`config.mk`:
```
export PLATFORM = sky130hd
export DESIGN_NAME = waveIssueSampler
export DESIGN_NICKNAME = d
export VERILOG_FILES = /design/src/rtl/wis_pkg.sv /design/src/rtl/wisPipeArb.sv /design/src/rtl/wisControl.sv /design/src/rtl/wisDatapath.sv /design/src/rtl/waveIssueSampler.sv
export SDC_FILE = /design/constraint.sdc
export NUM_CORES = 1
export LEC_CHECK = 0
export BUFFER_PORTS_ARGS = -buffer_cell sky130_fd_sc_hd__buf_4
export CORE_AREA = 10 10 255 257
export DETAILED_ROUTE_END_ITERATION = 10
export DIE_AREA = 0 0 265 267
export PLACE_DENSITY = 0.46
export SYNTH_ARGS = -nofsm -noshare
export SYNTH_HDL_FRONTEND = slang
export SYNTH_HIERARCHICAL = 1
export SYNTH_SLANG_ARGS = --single-unit
```
`constraint.sdc`:
```
create_clock -name clk -period 7.3 [get_ports clk]
set_input_delay 0.73 -clock clk [delete_from_list [all_inputs] [get_ports clk]]
set_output_delay 0.73 -clock clk [all_outputs]
set_load 0.1 [all_outputs]
```
`src/rtl/wis_pkg.sv`:
```
package wis_pkg;
  localparam int NUM_PIPES = 8;
  localparam int PIPE_W    = 3;
  localparam int REASON_W  = 4;

  localparam int PIPE_VALU = 0;

  typedef enum logic [REASON_W-1:0] {
    RS_ISSUED       = 4'd0,
    RS_NO_INST      = 4'd1,
    RS_ALU_DEP      = 4'd2,
    RS_WAIT_CNT     = 4'd3,
    RS_INTERNAL     = 4'd4,
    RS_BARRIER      = 4'd5,
    RS_OTHER        = 4'd6,
    RS_LOST_ARB     = 4'd7,
    RS_WON_BLOCKED  = 4'd8,
    RS_INACTIVE     = 4'd15
  } stall_reason_e;

  typedef struct packed {
    logic capture;
    logic markValid;
  } wis_ctrl_t;
endpackage

```
`src/rtl/wisPipeArb.sv`:
```
module wisPipeArb #(
  parameter int NUM_WAVES = 8,
  localparam int WIDX_W = $clog2(NUM_WAVES)
) (
  input  logic                 clk,
  input  logic                 rstN,
  input  logic [NUM_WAVES-1:0] req,
  input  logic                 backpressure,
  output logic [NUM_WAVES-1:0] grant
);
  logic [WIDX_W-1:0] ptr;
  logic [WIDX_W-1:0] winIdx;
  logic [WIDX_W-1:0] nextPtr;
  logic [WIDX_W:0]   probe;
  logic              found;

  // rotating-priority pick starting at the pointer
  always_comb begin
    grant  = '0;
    winIdx = '0;
    found  = 1'b0;
    probe  = '0;
    for (int k = 0; k < NUM_WAVES; k++) begin
      probe = {1'b0, ptr} + (WIDX_W+1)'(k);
      if (probe >= (WIDX_W+1)'(NUM_WAVES))
        probe = probe - (WIDX_W+1)'(NUM_WAVES);
      if (!found && req[probe[WIDX_W-1:0]]) begin
        found = 1'b1;
        winIdx = probe[WIDX_W-1:0];
        grant[probe[WIDX_W-1:0]] = 1'b1;
      end
    end
  end

  assign nextPtr = (winIdx == WIDX_W'(NUM_WAVES-1)) ? '0 : winIdx + 1'b1;

  always_ff @(posedge clk) begin
    if (!rstN)
      ptr <= '0;
    else if (found && !backpressure)
      ptr <= nextPtr;
  end
endmodule

```
`src/rtl/wisControl.sv`:
```
module wisControl
  import wis_pkg::*;
(
  input  logic      clk,
  input  logic      rstN,
  input  logic      sampleStrobe,
  output wis_ctrl_t ctrl,
  output logic      sampleValid
);
  always_comb begin
    ctrl.capture   = sampleStrobe;
    ctrl.markValid = sampleStrobe & ~sampleValid;
  end

  always_ff @(posedge clk) begin
    if (!rstN)
      sampleValid <= 1'b0;
    else if (ctrl.markValid)
      sampleValid <= 1'b1;
  end
endmodule

```
`src/rtl/wisDatapath.sv`:
```
module wisDatapath
  import wis_pkg::*;
#(
  parameter int NUM_WAVES = 8,
  parameter int WCNT_W    = 8,
  localparam int WIDX_W = $clog2(NUM_WAVES)
) (
  input  logic                          clk,
  input  logic                          rstN,
  input  wis_ctrl_t                     ctrl,
  input  logic [NUM_WAVES-1:0]          waveActive,
  input  logic [NUM_WAVES-1:0]          waveNoInst,
  input  logic [NUM_WAVES-1:0]          waveAluDep,
  input  logic [NUM_WAVES-1:0]          waveWaitCnt,
  input  logic [NUM_WAVES-1:0]          waveInternal,
  input  logic [NUM_WAVES-1:0]          waveBarrier,
  input  logic [NUM_WAVES-1:0]          waveOther,
  input  logic [PIPE_W*NUM_WAVES-1:0]   wavePipe,
  input  logic [NUM_PIPES-1:0]          pipeBackpressure,
  input  logic                          dualValu,
  input  logic [WCNT_W-1:0]             cuWaveCount,
  input  logic [WIDX_W-1:0]             sampleWave,
  output logic [NUM_WAVES-1:0]          waveIssue,
  output logic [REASON_W*NUM_WAVES-1:0] waveReason,
  output logic [NUM_PIPES-1:0]          pipeIssue,
  output logic [NUM_PIPES-1:0]          pipeStall,
  output logic [REASON_W-1:0]           sampleReason,
  output logic [NUM_PIPES-1:0]          sampleIssue,
  output logic [NUM_PIPES-1:0]          sampleStall,
  output logic                          sampleDual,
  output logic [WCNT_W-1:0]             sampleWaveCnt
);
  logic [NUM_WAVES-1:0] ready;
  logic [PIPE_W-1:0]    pipeOf [NUM_WAVES];
  logic [NUM_WAVES-1:0] req    [NUM_PIPES];
  logic [NUM_WAVES-1:0] grant  [NUM_PIPES];
  stall_reason_e        reasonArr [NUM_WAVES];

  assign ready = waveActive & ~(waveNoInst | waveAluDep | waveWaitCnt |
                                waveInternal | waveBarrier | waveOther);

  always_comb begin
    for (int w = 0; w < NUM_WAVES; w++)
      pipeOf[w] = wavePipe[w*PIPE_W +: PIPE_W];
  end

  always_comb begin
    for (int p = 0; p < NUM_PIPES; p++)
      for (int w = 0; w < NUM_WAVES; w++)
        req[p][w] = ready[w] && (pipeOf[w] == PIPE_W'(p));
  end

  for (genvar gp = 0; gp < NUM_PIPES; gp++) begin : g_arb
    wisPipeArb #(.NUM_WAVES(NUM_WAVES)) u_arb (
      .clk          (clk),
      .rstN         (rstN),
      .req          (req[gp]),
      .backpressure (pipeBackpressure[gp]),
      .grant        (grant[gp])
    );
  end

  always_comb begin
    for (int p = 0; p < NUM_PIPES; p++) begin
      pipeIssue[p] = |grant[p];
      pipeStall[p] = (|grant[p]) & pipeBackpressure[p];
    end
  end

  // per-wave code with fixed priority among blocking causes
  always_comb begin
    for (int w = 0; w < NUM_WAVES; w++) begin
      if (!waveActive[w])                  reasonArr[w] = RS_INACTIVE;
      else if (waveNoInst[w])              reasonArr[w] = RS_NO_INST;
      else if (waveAluDep[w])              reasonArr[w] = RS_ALU_DEP;
      else if (waveWaitCnt[w])             reasonArr[w] = RS_WAIT_CNT;
      else if (waveInternal[w])            reasonArr[w] = RS_INTERNAL;
      else if (waveBarrier[w])             reasonArr[w] = RS_BARRIER;
      else if (waveOther[w])               reasonArr[w] = RS_OTHER;
      else if (!grant[pipeOf[w]][w])       reasonArr[w] = RS_LOST_ARB;
      else if (pipeBackpressure[pipeOf[w]]) reasonArr[w] = RS_WON_BLOCKED;
      else                                 reasonArr[w] = RS_ISSUED;
      waveReason[w*REASON_W +: REASON_W] = reasonArr[w];
      waveIssue[w] = (reasonArr[w] == RS_ISSUED);
    end
  end

  always_ff @(posedge clk) begin
    if (!rstN) begin
      sampleReason  <= '0;
      sampleIssue   <= '0;
      sampleStall   <= '0;
      sampleDual    <= 1'b0;
      sampleWaveCnt <= '0;
    end else if (ctrl.capture) begin
      sampleReason  <= reasonArr[sampleWave];
      sampleIssue   <= pipeIssue;
      sampleStall   <= pipeStall;
      sampleDual    <= dualValu & pipeIssue[PIPE_VALU] & ~pipeStall[PIPE_VALU];
      sampleWaveCnt <= cuWaveCount;
    end
  end
endmodule

```
`src/rtl/waveIssueSampler.sv`:
```
module waveIssueSampler
  import wis_pkg::*;
#(
  parameter int NUM_WAVES = 8,
  parameter int WCNT_W    = 8,
  localparam int WIDX_W = $clog2(NUM_WAVES)
) (
  input  logic                          clk,
  input  logic                          rstN,
  input  logic [NUM_WAVES-1:0]          waveActive,
  input  logic [NUM_WAVES-1:0]          waveNoInst,
  input  logic [NUM_WAVES-1:0]          waveAluDep,
  input  logic [NUM_WAVES-1:0]          waveWaitCnt,
  input  logic [NUM_WAVES-1:0]          waveInternal,
  input  logic [NUM_WAVES-1:0]          waveBarrier,
  input  logic [NUM_WAVES-1:0]          waveOther,
  input  logic [3*NUM_WAVES-1:0]        wavePipe,
  input  logic [7:0]                    pipeBackpressure,
  input  logic                          dualValu,
  input  logic [WCNT_W-1:0]             cuWaveCount,
  input  logic                          sampleStrobe,
  input  logic [WIDX_W-1:0]             sampleWave,
  output logic [NUM_WAVES-1:0]          waveIssue,
  output logic [4*NUM_WAVES-1:0]        waveReason,
  output logic [7:0]                    pipeIssue,
  output logic [7:0]                    pipeStall,
  output logic                          sampleValid,
  output logic [3:0]                    sampleReason,
  output logic [7:0]                    sampleIssue,
  output logic [7:0]                    sampleStall,
  output logic                          sampleDual,
  output logic [WCNT_W-1:0]             sampleWaveCnt
);
  wis_ctrl_t ctrl;

  wisControl u_ctrl (
    .clk          (clk),
    .rstN         (rstN),
    .sampleStrobe (sampleStrobe),
    .ctrl         (ctrl),
    .sampleValid  (sampleValid)
  );

  wisDatapath #(.NUM_WAVES(NUM_WAVES), .WCNT_W(WCNT_W)) u_dp (
    .clk              (clk),
    .rstN             (rstN),
    .ctrl             (ctrl),
    .waveActive       (waveActive),
    .waveNoInst       (waveNoInst),
    .waveAluDep       (waveAluDep),
    .waveWaitCnt      (waveWaitCnt),
    .waveInternal     (waveInternal),
    .waveBarrier      (waveBarrier),
    .waveOther        (waveOther),
    .wavePipe         (wavePipe),
    .pipeBackpressure (pipeBackpressure),
    .dualValu         (dualValu),
    .cuWaveCount      (cuWaveCount),
    .sampleWave       (sampleWave),
    .waveIssue        (waveIssue),
    .waveReason       (waveReason),
    .pipeIssue        (pipeIssue),
    .pipeStall        (pipeStall),
    .sampleReason     (sampleReason),
    .sampleIssue      (sampleIssue),
    .sampleStall      (sampleStall),
    .sampleDual       (sampleDual),
    .sampleWaveCnt    (sampleWaveCnt)
  );
endmodule

```
======== Word level (Yosys, flattened, before mapping) ========
Cells that the tools add are included.
W data, S select, Z words.
storage, ports and cells
  logic and storage cells ................. 1415
  register bits ........................... 54
  input port bits ......................... 103
operators by class
  bitwise logic cells ..................... 85
  mux-type cells .......................... 635
  $add $sub $neg .......................... 128
  eq/ne operators ......................... 64
  order comparisons ....................... 209
  reductions and logical operators ........ 280
operators with widths
  cell                   count
  $mux W8                66
  $or A8 B8 Y8           61
  $mux W3                138
  $mux W4                76
  $lt A3 B4 Y1 const B   72
  $ge A4 B4 Y1 const B   65
  $bmux W1 S3            72
  $mux W1                202
  $bmux W8 S3            8
  $demux W1 S3           64
  $ge A3 B1 Y1 const B   64
  $logic_and A1 B1 Y1    192
  $sub A3 B1 Y3 const B  64
  $add A3 B3 Y4 const B  32
  $eq A3 B3 Y1 const B   40
  $add A3 B2 Y4 const B  16
  $logic_not A1 Y1       64
  $reduce_or A8 Y1       8
  $eq A3 B2 Y1 const B   16
  $not A3 Y4             9
  $add A3 B1 Y4 const B  8
  $ge A3 B4 Y1 const B   8
  $logic_not A4 Y1       8
  $add A3 B1 Y3 const B  8
  other kinds (11)       40

======== Logic depth before layout (Yosys ltp) ========
Gate-level depths: netlist (run 1).
  depth after elaboration ................. 46
  gate-level depth with buffers ........... 19
  gate-level depth less buffers ........... 18

======== Hierarchy ========
Netlist (run 1), hierarchy kept.
by module, submodules not included
  module                                cells each  area each (µm²)  instances  seq. area each (µm²)
  wisPipeArb (u_dp.g_arb[0].u_arb ...)  147         1263.7           5          60.1
  wisDatapath                           517         4000.1           1          580.6
  wisPipeArb (u_dp.g_arb[6].u_arb)      164         1591.5           1          60.1
  wisPipeArb (u_dp.g_arb[7].u_arb)      165         1431.4           1          60.1
  wisPipeArb (u_dp.g_arb[1].u_arb)      163         1421.4           1          60.1
  wisControl                            4           41.3             1          20.0

======== Worst setup path after synthesis (run 1) ========
No wires, ideal clock.
  path kind ............................... in2reg
  from .................................... in waveNoInst[6]
  to ...................................... reg u_dp.sampleReason[2]
  stages .................................. 18
  arrival ................................. 8.572 ns
  path slack .............................. -1.329 ns
  setup time .............................. 0.058 ns
  required time ........................... 7.242 ns
  cells stage by stage .................... or3_1 or3_1 or3_1 nor2_1 mux2i_1 mux4_2 a32oi_2 buf_6 nor3_2 a222oi_1 o21ai_1 mux2_2 mux4_2 mux2i_4 nor3_1 o41ai_1 mux4_2 a211o_1
RTL lines
  item                    RTL line                RTL
  start: declaration      waveIssueSampler.sv:11  input logic [NUM_WAVES-1:0] waveNoInst,
  end signal: assignment  wisDatapath.sv:96       sampleReason <= reasonArr[sampleWave];
  end: declaration        wisDatapath.sv:27       output logic [REASON_W-1:0] sampleReason,

==> summary.txt, run 1 <==
Run status
  • Outcome: finished, final reports clean

Global routing
  • Vias in the first global route: 14.85k
  • GRT Max-Usage Layer: met2
  • Met2 Use GR: 28.51%
  • Met1 Resource Use GR: 22.50%
  • First-pass GRT wire length: 95.16 mm
  • Largest net degree at the start of global routing: 40
  • Initial antenna violation count: 9
  • Overflow after GRT: 0
  • M3 GR Usage: 2.733%
  • Gr usage total: 17.20%

Flow run
  • Maxcap violations: 0

STA
  • Final worst setup slack: 362.8 ps
  • Hold Violations, Final: 0
  • Final-report max-slew violation count: 0
  • Fin crit period: 6937 ps
  • Setup TNS: 0 ps
  • Worst Max-Slew Pin Slew: 1085 ps
  • Final Setup Violations: 0
  • Slew margin rel.: 26.99%
  • Layout Skew: 19.43 ps
  • Tcrit/Tclk final: 95.03%
  • RSZ-0062 raised after global routing: no
  • FMAX: 0.1442 GHz

Logic synthesis
  • Syn_nets: 1914
  • Synthesized netlist cell count: 1747
  • Yosys warning count: 6
  • Post-synthesis cell area: 14800 sq um
  • Synthesized area per cell: 8.470 sq um

Setup path
  • CP Launch Type: input pin
  • CP max FO: 11
  • Worst EP required: 6570 ps
  • CP Capture Type: primary output
  • CP arrival: 6210 ps
  • Reg2Reg Depth: 16
  • Critical setup path kind: input pin to primary output

Route
  • Post-route ant nets: 0
  • Initial DRC Count: 1589
  • Wire length per cell: 23.87 microns
  • DR DRC count: 0
  • Final wirelength: 64.14 mm
  • Vias per cell: 5.871
  • Via Count: 15.78k
  • Drt first pass iters: 6

Die
  • I/O pins: 189
  • Initial core utilization: 24.70%
  • Die width: 265 microns
  • Die Ht: 267 microns
  • Row count: 90
  • Core Region: 59910 sq um
  • Die area: 70760 sq um

Clock network
  • CTS root buf: clkbuf_16
  • CTS Buf Count: 5
  • Clock Sinks: 54
  • Number of hold buffers added after cts: 0
  • Worst-path clk slew: 70 ps
  • CTS tree: built
  • Clock Path Buffers: 2
  • Worst-Skew Late Latency: 350 ps
  • Htree depth: 2

Pwr
  • Leakage: 6.652 nW
  • Overall Power: 1.045 mW
  • PD cells: 60.50 nW/um^2
  • IR drop worst, VDD: 0.00008584 V

Placed design
  • Placed cell area: 17080 sq um
  • Gpl congestion: 0.9203
  • Final HPWL DP: 52.16 mm
  • Pre-CTS WS: 351.5 ps
  • PortBufs: 188

Cells and area
  • Fraction of layout cells with a size suffix above 1: 26.91%
  • Final Cell Area: 17260 sq um
  • Nets@finish: 2065
  • Area Overhead vs Synth: 16.67%
  • Fill cell count: 6423
  • Final core utilization: 28.82%

Min path
  • Worst hold-check path type: flop to flop
  • Hold Path Stages: 2
## worst paths after layout
check                                  start              endpoint  slack, ps
hold / removal           u_dp/sampleStall[5]   u_dp/sampleStall[5]        480
setup / recovery               waveNoInst[6]        waveReason[22]        360
hold reg to reg          u_dp/sampleStall[5]   u_dp/sampleStall[5]        480
setup reg to reg  u_dp/g_arb[6].u_arb/ptr[2]  u_dp/sampleReason[3]       1130
## registers in the layout (all words and copies together) (netlist names)
name / cells
u_dp/sampleStall: 8
u_dp/g_arb.u_arb/ptr: 24
u_ctrl/sampleValid: 1
u_dp/sampleDual: 1
u_dp/sampleIssue: 8
u_dp/sampleWaveCnt: 8
u_dp/sampleReason: 4
## power by group
group / switching (mW) / internal (mW) / leakage (nW)
Sequential: 0.00429 / 0.302 / 0.439
Combinational: 0.311 / 0.130 / 6.14
Clock: 0.158 / 0.140 / 0.0746
Total: 0.472 / 0.572 / 6.65
## area by class of cell
| class | count | area [sq um] | share of cell area, % |
|---|---|---|---|
| multi-input cells | 1517 | 12920 | 74.87 |
| repair buffers | 243 | 1824 | 10.57 |
| flip-flops and latches | 54 | 1081 | 6.262 |
| well taps | 782 | 978.4 | 5.667 |
| inverters | 77 | 289.0 | 1.674 |
| clock buffers | 7 | 142.6 | 0.8262 |
| diodes | 6 | 15.01 | 0.08697 |
| clock inverters | 1 | 8.758 | 0.05073 |
## routing by layer
layer  part of all wire (%)  vias to the layer above
met5                  0.075                        -
met4                    2.2                        8
met3                    6.4                       73
met2                     48                      637
met1                     44                     7869
li1                       -                     7188
## through the flow
step | hold slack [ps] | instances
5_1_grt | 508.2 | 2686
3_5_place_dp | 459.8 | 2673
2_1_floorplan | 684.0 | 1747
6_report | 480.8 | 2687
3_3_place_gp | 452.1 | 2673
4_1_cts | 482.6 | 2681
## critical path: stages
cell and delay, ps:
buf_4 120, or3_1 480, or3_1 400, or3_1 420
nor2_1 400, mux2i_1 190, mux4_2 520, a32oi_4 450
nor3_2 150, a222oi_1 340, o21ai_1 150, mux2_2 310
mux4_2 490, mux2i_4 270, nor3_1 100, o41ai_2 290
buf_4 360
## placed cells by master (no fill, tap or decap), types with 12 or more instances in the layout
cell,instances
xnor2_1,15
dfxtp_1,54
mux4_2,120
o211ai_1,13
a222oi_1,25
nor4_1,27
o22ai_1,17
nor2_1,156
nand2b_1,49
a21oi_1,68
mux2i_1,121
nand2_1,148
o21ai_1,12
o31ai_1,22
nor2b_1,49
nand3_1,33
inv_1,75
nor3_1,74
ha_1,63
buf_4,243
a21o_1,12
a31oi_1,25
and2_1,23
o21ai_0,65
mux2_2,61
a221oi_1,14
a22oi_1,28
or3_1,12
## timing repair
action	CTS	global route
gates resized for setup	0	2
hold endpoints to repair	0	0
endpoints found under the setup margin	0	5
setup buffers	0	0
Power figures use the tool's default switching activity.
==> run 2: changes to the inputs <==
==> constraint.sdc (replaced) <==
create_clock -name clk -period 7.3 [get_ports clk]
set_input_delay 0.365 -clock clk [delete_from_list [all_inputs] [get_ports clk]]
set_output_delay 0.365 -clock clk [all_outputs]
set_load 0.1 [all_outputs]
==> run 2 against run 1 <==
  * Final cell count decreased by 0.78%
  * Cell area down 0.92%
  * Count of clock-buffer cells in the layout shrank 2
  * Die area unchanged
  * Sequential power about the same
  * Non-clock buffer count is 19 lower
  * Total power rose by 5.7%
  * Wire length increased by 1.6%
  * Via count shrank 0.75%
  * Combinational power about the same
  * Largest power group unchanged
==> summary.txt, run 2 (synthesized netlist as in run 1, its figures left out) <==
Flow run
  • Maxcap violations: 0 (unchanged)

Route
  • Vias per cell: 5.872 (about the same)
  • Via Count: 15.66k (-0.75%)
  • Drt first pass iters: 6 (unchanged)
  • DR DRC count: 0 (unchanged)
  • Initial DRC Count: 1618 (+1.8%)
  • Post-route ant nets: 0 (unchanged)
  • Wire length per cell: 24.44 microns (+2.4%)
  • Final wirelength: 65.15 mm (+1.6%)

Setup path
  • Critical setup path kind: flop to primary output
  • Crit-path leading delay family: multiplexers
  • Worst path cell trace: inv_1 -> ha_1 -> mux4_2 -> mux2i_2 -> nand4b_4 -> or3b_1 -> o32ai_2 -> a22oi_1 -> mux2i_1 -> mux4_2 -> mux2i_1 -> o41ai_1 -> nand2_1 -> nor3_1 -> buf_4
  • CP max FO: 17 (+6)
  • CP Launch Type: flop
  • CP Capture Type: primary output
  • CP arrival: 6550 ps (+340 ps)
  • Max incr delay on CP: 800 ps (+280 ps)
  • CP max-delay cell: ha_1
  • Worst EP required: 6930 ps (+360 ps)
  • Worst Path Buf+Inv: 2 (unchanged)

Die
  • Die area: 70760 sq um (unchanged)
  • I/O pins: 189 (unchanged)
  • Die Ht: 267 microns (unchanged)
  • Core Region: 59910 sq um (unchanged)
  • Row count: 90 (unchanged)
  • Die width: 265 microns (unchanged)
  • Initial core utilization: 24.70% (unchanged)

STA
  • Worst Max-Slew Pin Slew: 917.9 ps (-167.2 ps)
  • RSZ-0062 raised after global routing: no
  • Final Setup Violations: 0 (unchanged)
  • Final-report max-slew violation count: 0 (unchanged)
  • Fin crit period: 6911 ps (-26.65 ps)
  • Worst hold slack: 246.2 ps (-234.6 ps)
  • Slew margin rel.: 38.72% (+12 points)
  • Layout Skew: 37.65 ps (+18.22 ps)
  • Hold Violations, Final: 0 (unchanged)
  • FMAX: 0.1447 GHz (+0.39%)
  • Tcrit/Tclk final: 94.67% (-0.37 points)
  • Setup TNS: 0 ps (unchanged)

Global routing
  • Overflow after GRT: 0 (unchanged)
  • Initial antenna violation count: 8 (-1)
  • Vias in the first global route: 14.93k (+0.55%)
  • Gr usage total: 17.59% (+0.39 points)
  • Largest net degree at the start of global routing: 35 (-13%)
  • First-pass GRT wire length: 97.05 mm (+2.0%)

Clock network
  • CTS root buf: clkbuf_16
  • Worst-Skew Late Latency: 380 ps (+30 ps)
  • Clock Path Buffers: 2 (unchanged)
  • Number of hold buffers added after cts: 0 (unchanged)
  • Htree depth: 2 (unchanged)
  • CTS Buf Count: 5 (unchanged)
  • Setup bufs post-CTS: 0 (unchanged)
  • CTS resizes: 0 (unchanged)
  • CTS tree: built
  • Clock Sinks: 54 (unchanged)
  • Worst-path clk slew: 120 ps (+50 ps)

Cells and area
  • Largest register FFs: 24 (unchanged)
  • Area Overhead vs Synth: 15.59%
  • Fraction of layout cells with a size suffix above 1: 25.96% (-0.95 points)
  • Fill cell count: 6485 (+0.97%)
  • Register area: 1081 sq um (unchanged)
  • Multi-input logic area: 12890 sq um (-0.25%)
  • Most frequent cells in the layout: buf_4, nor2_1, nand2_1
  • Nets@finish: 2046 (-0.92%)
  • Largest register by flop count: u_dp/g_arb.u_arb/ptr
  • Commonest non-fill, non-tap cell in the layout: buf_4

Pwr
  • PD cells: 64.55 nW/um^2 (+6.7%)
  • Leakage: 6.564 nW (-1.3%)
  • IR drop worst, VDD: 0.0001007 V (+17%)

Placed design
  • Gpl congestion: 0.9350 (+1.6%)
  • Final HPWL DP: 52.82 mm (+1.3%)
  • PortBufs: 188 (unchanged)

Run status
  • Outcome: finished, final reports clean

Min path
  • Worst hold-check path type: input pin to flop
-- run 2: cell count changes in the layout (fill, tap and decap cells not counted), sizes merged --
cell	before	now
buf	243	224
clkbuf	7	5
diode	6	4
bufinv	0	1
clkinv	0	1
-- run 2: routing by layer --
layer	share of wire (%)	track usage (%)	wire, microns
met3	6.7	3.479	4358
met4	2.4	4.923	1577
met2	45	27.67	29610
met1	45	23.98	29570
met5	0.040	0	26
-- run 2: per-stage QoR --
| step | total power, mW | instance area, sq um | util [%] | worst slack, ps | std cells |
|---|---|---|---|---|---|
| after floorplan | 0.5930 | 14840 | - | 20.95 | 1747 |
| after detailed placement | 0.7545 | 16920 | 28.25 | 832.4 | 2654 |
| after global routing | 1.149 | 17100 | 28.55 | 95.15 | 2665 |
| after CTS | 1.115 | 17100 | 28.54 | 513.8 | 2662 |
| final | 1.104 | 17110 | 28.55 | 389.4 | 2666 |
| after global placement | 0.7531 | 16920 | 28.25 | 950.8 | 2654 |
-- run 2: final timing paths --
path | end | slack, ps | start | cells after the start
hold reg to reg | u_dp/sampleStall[5] | 490 | u_dp/sampleStall[5] | 2
setup reg to reg | u_dp/sampleReason[2] | 1040 | u_dp/g_arb[4].u_arb/ptr[1] | 14
setup / recovery | waveIssue[6] | 390 | u_dp/g_arb[0].u_arb/ptr[1] | 15
hold / removal | u_dp/sampleWaveCnt[4] | 250 | cuWaveCount[4] | 3
-- run 2: cell type report --
class	count	area share, %
Antenna cell	4	0.05852
Clock buffer	5	0.7315
Clock inverter	3	0.2780
Inverter	77	1.690
Multi-Input combinational cell	1517	75.37
Sequential cell	54	6.320
Tap cell	782	5.720
Timing Repair Buffer	224	9.831
-- run 2: power by group --
| part | switching, mW | internal (mW) | leakage [nW] |
|---|---|---|---|
| logic | 0.311 | 0.129 | 6.04 |
| clock network | 0.190 | 0.166 | 0.0844 |
| registers | 0.00554 | 0.302 | 0.439 |
| total | 0.506 | 0.598 | 6.56 |
-- run 2: tightest hold or removal path, cell delays in order --
cell and delay [ps]:
buf_4 80, mux2i_1 60, nor2b_1 100
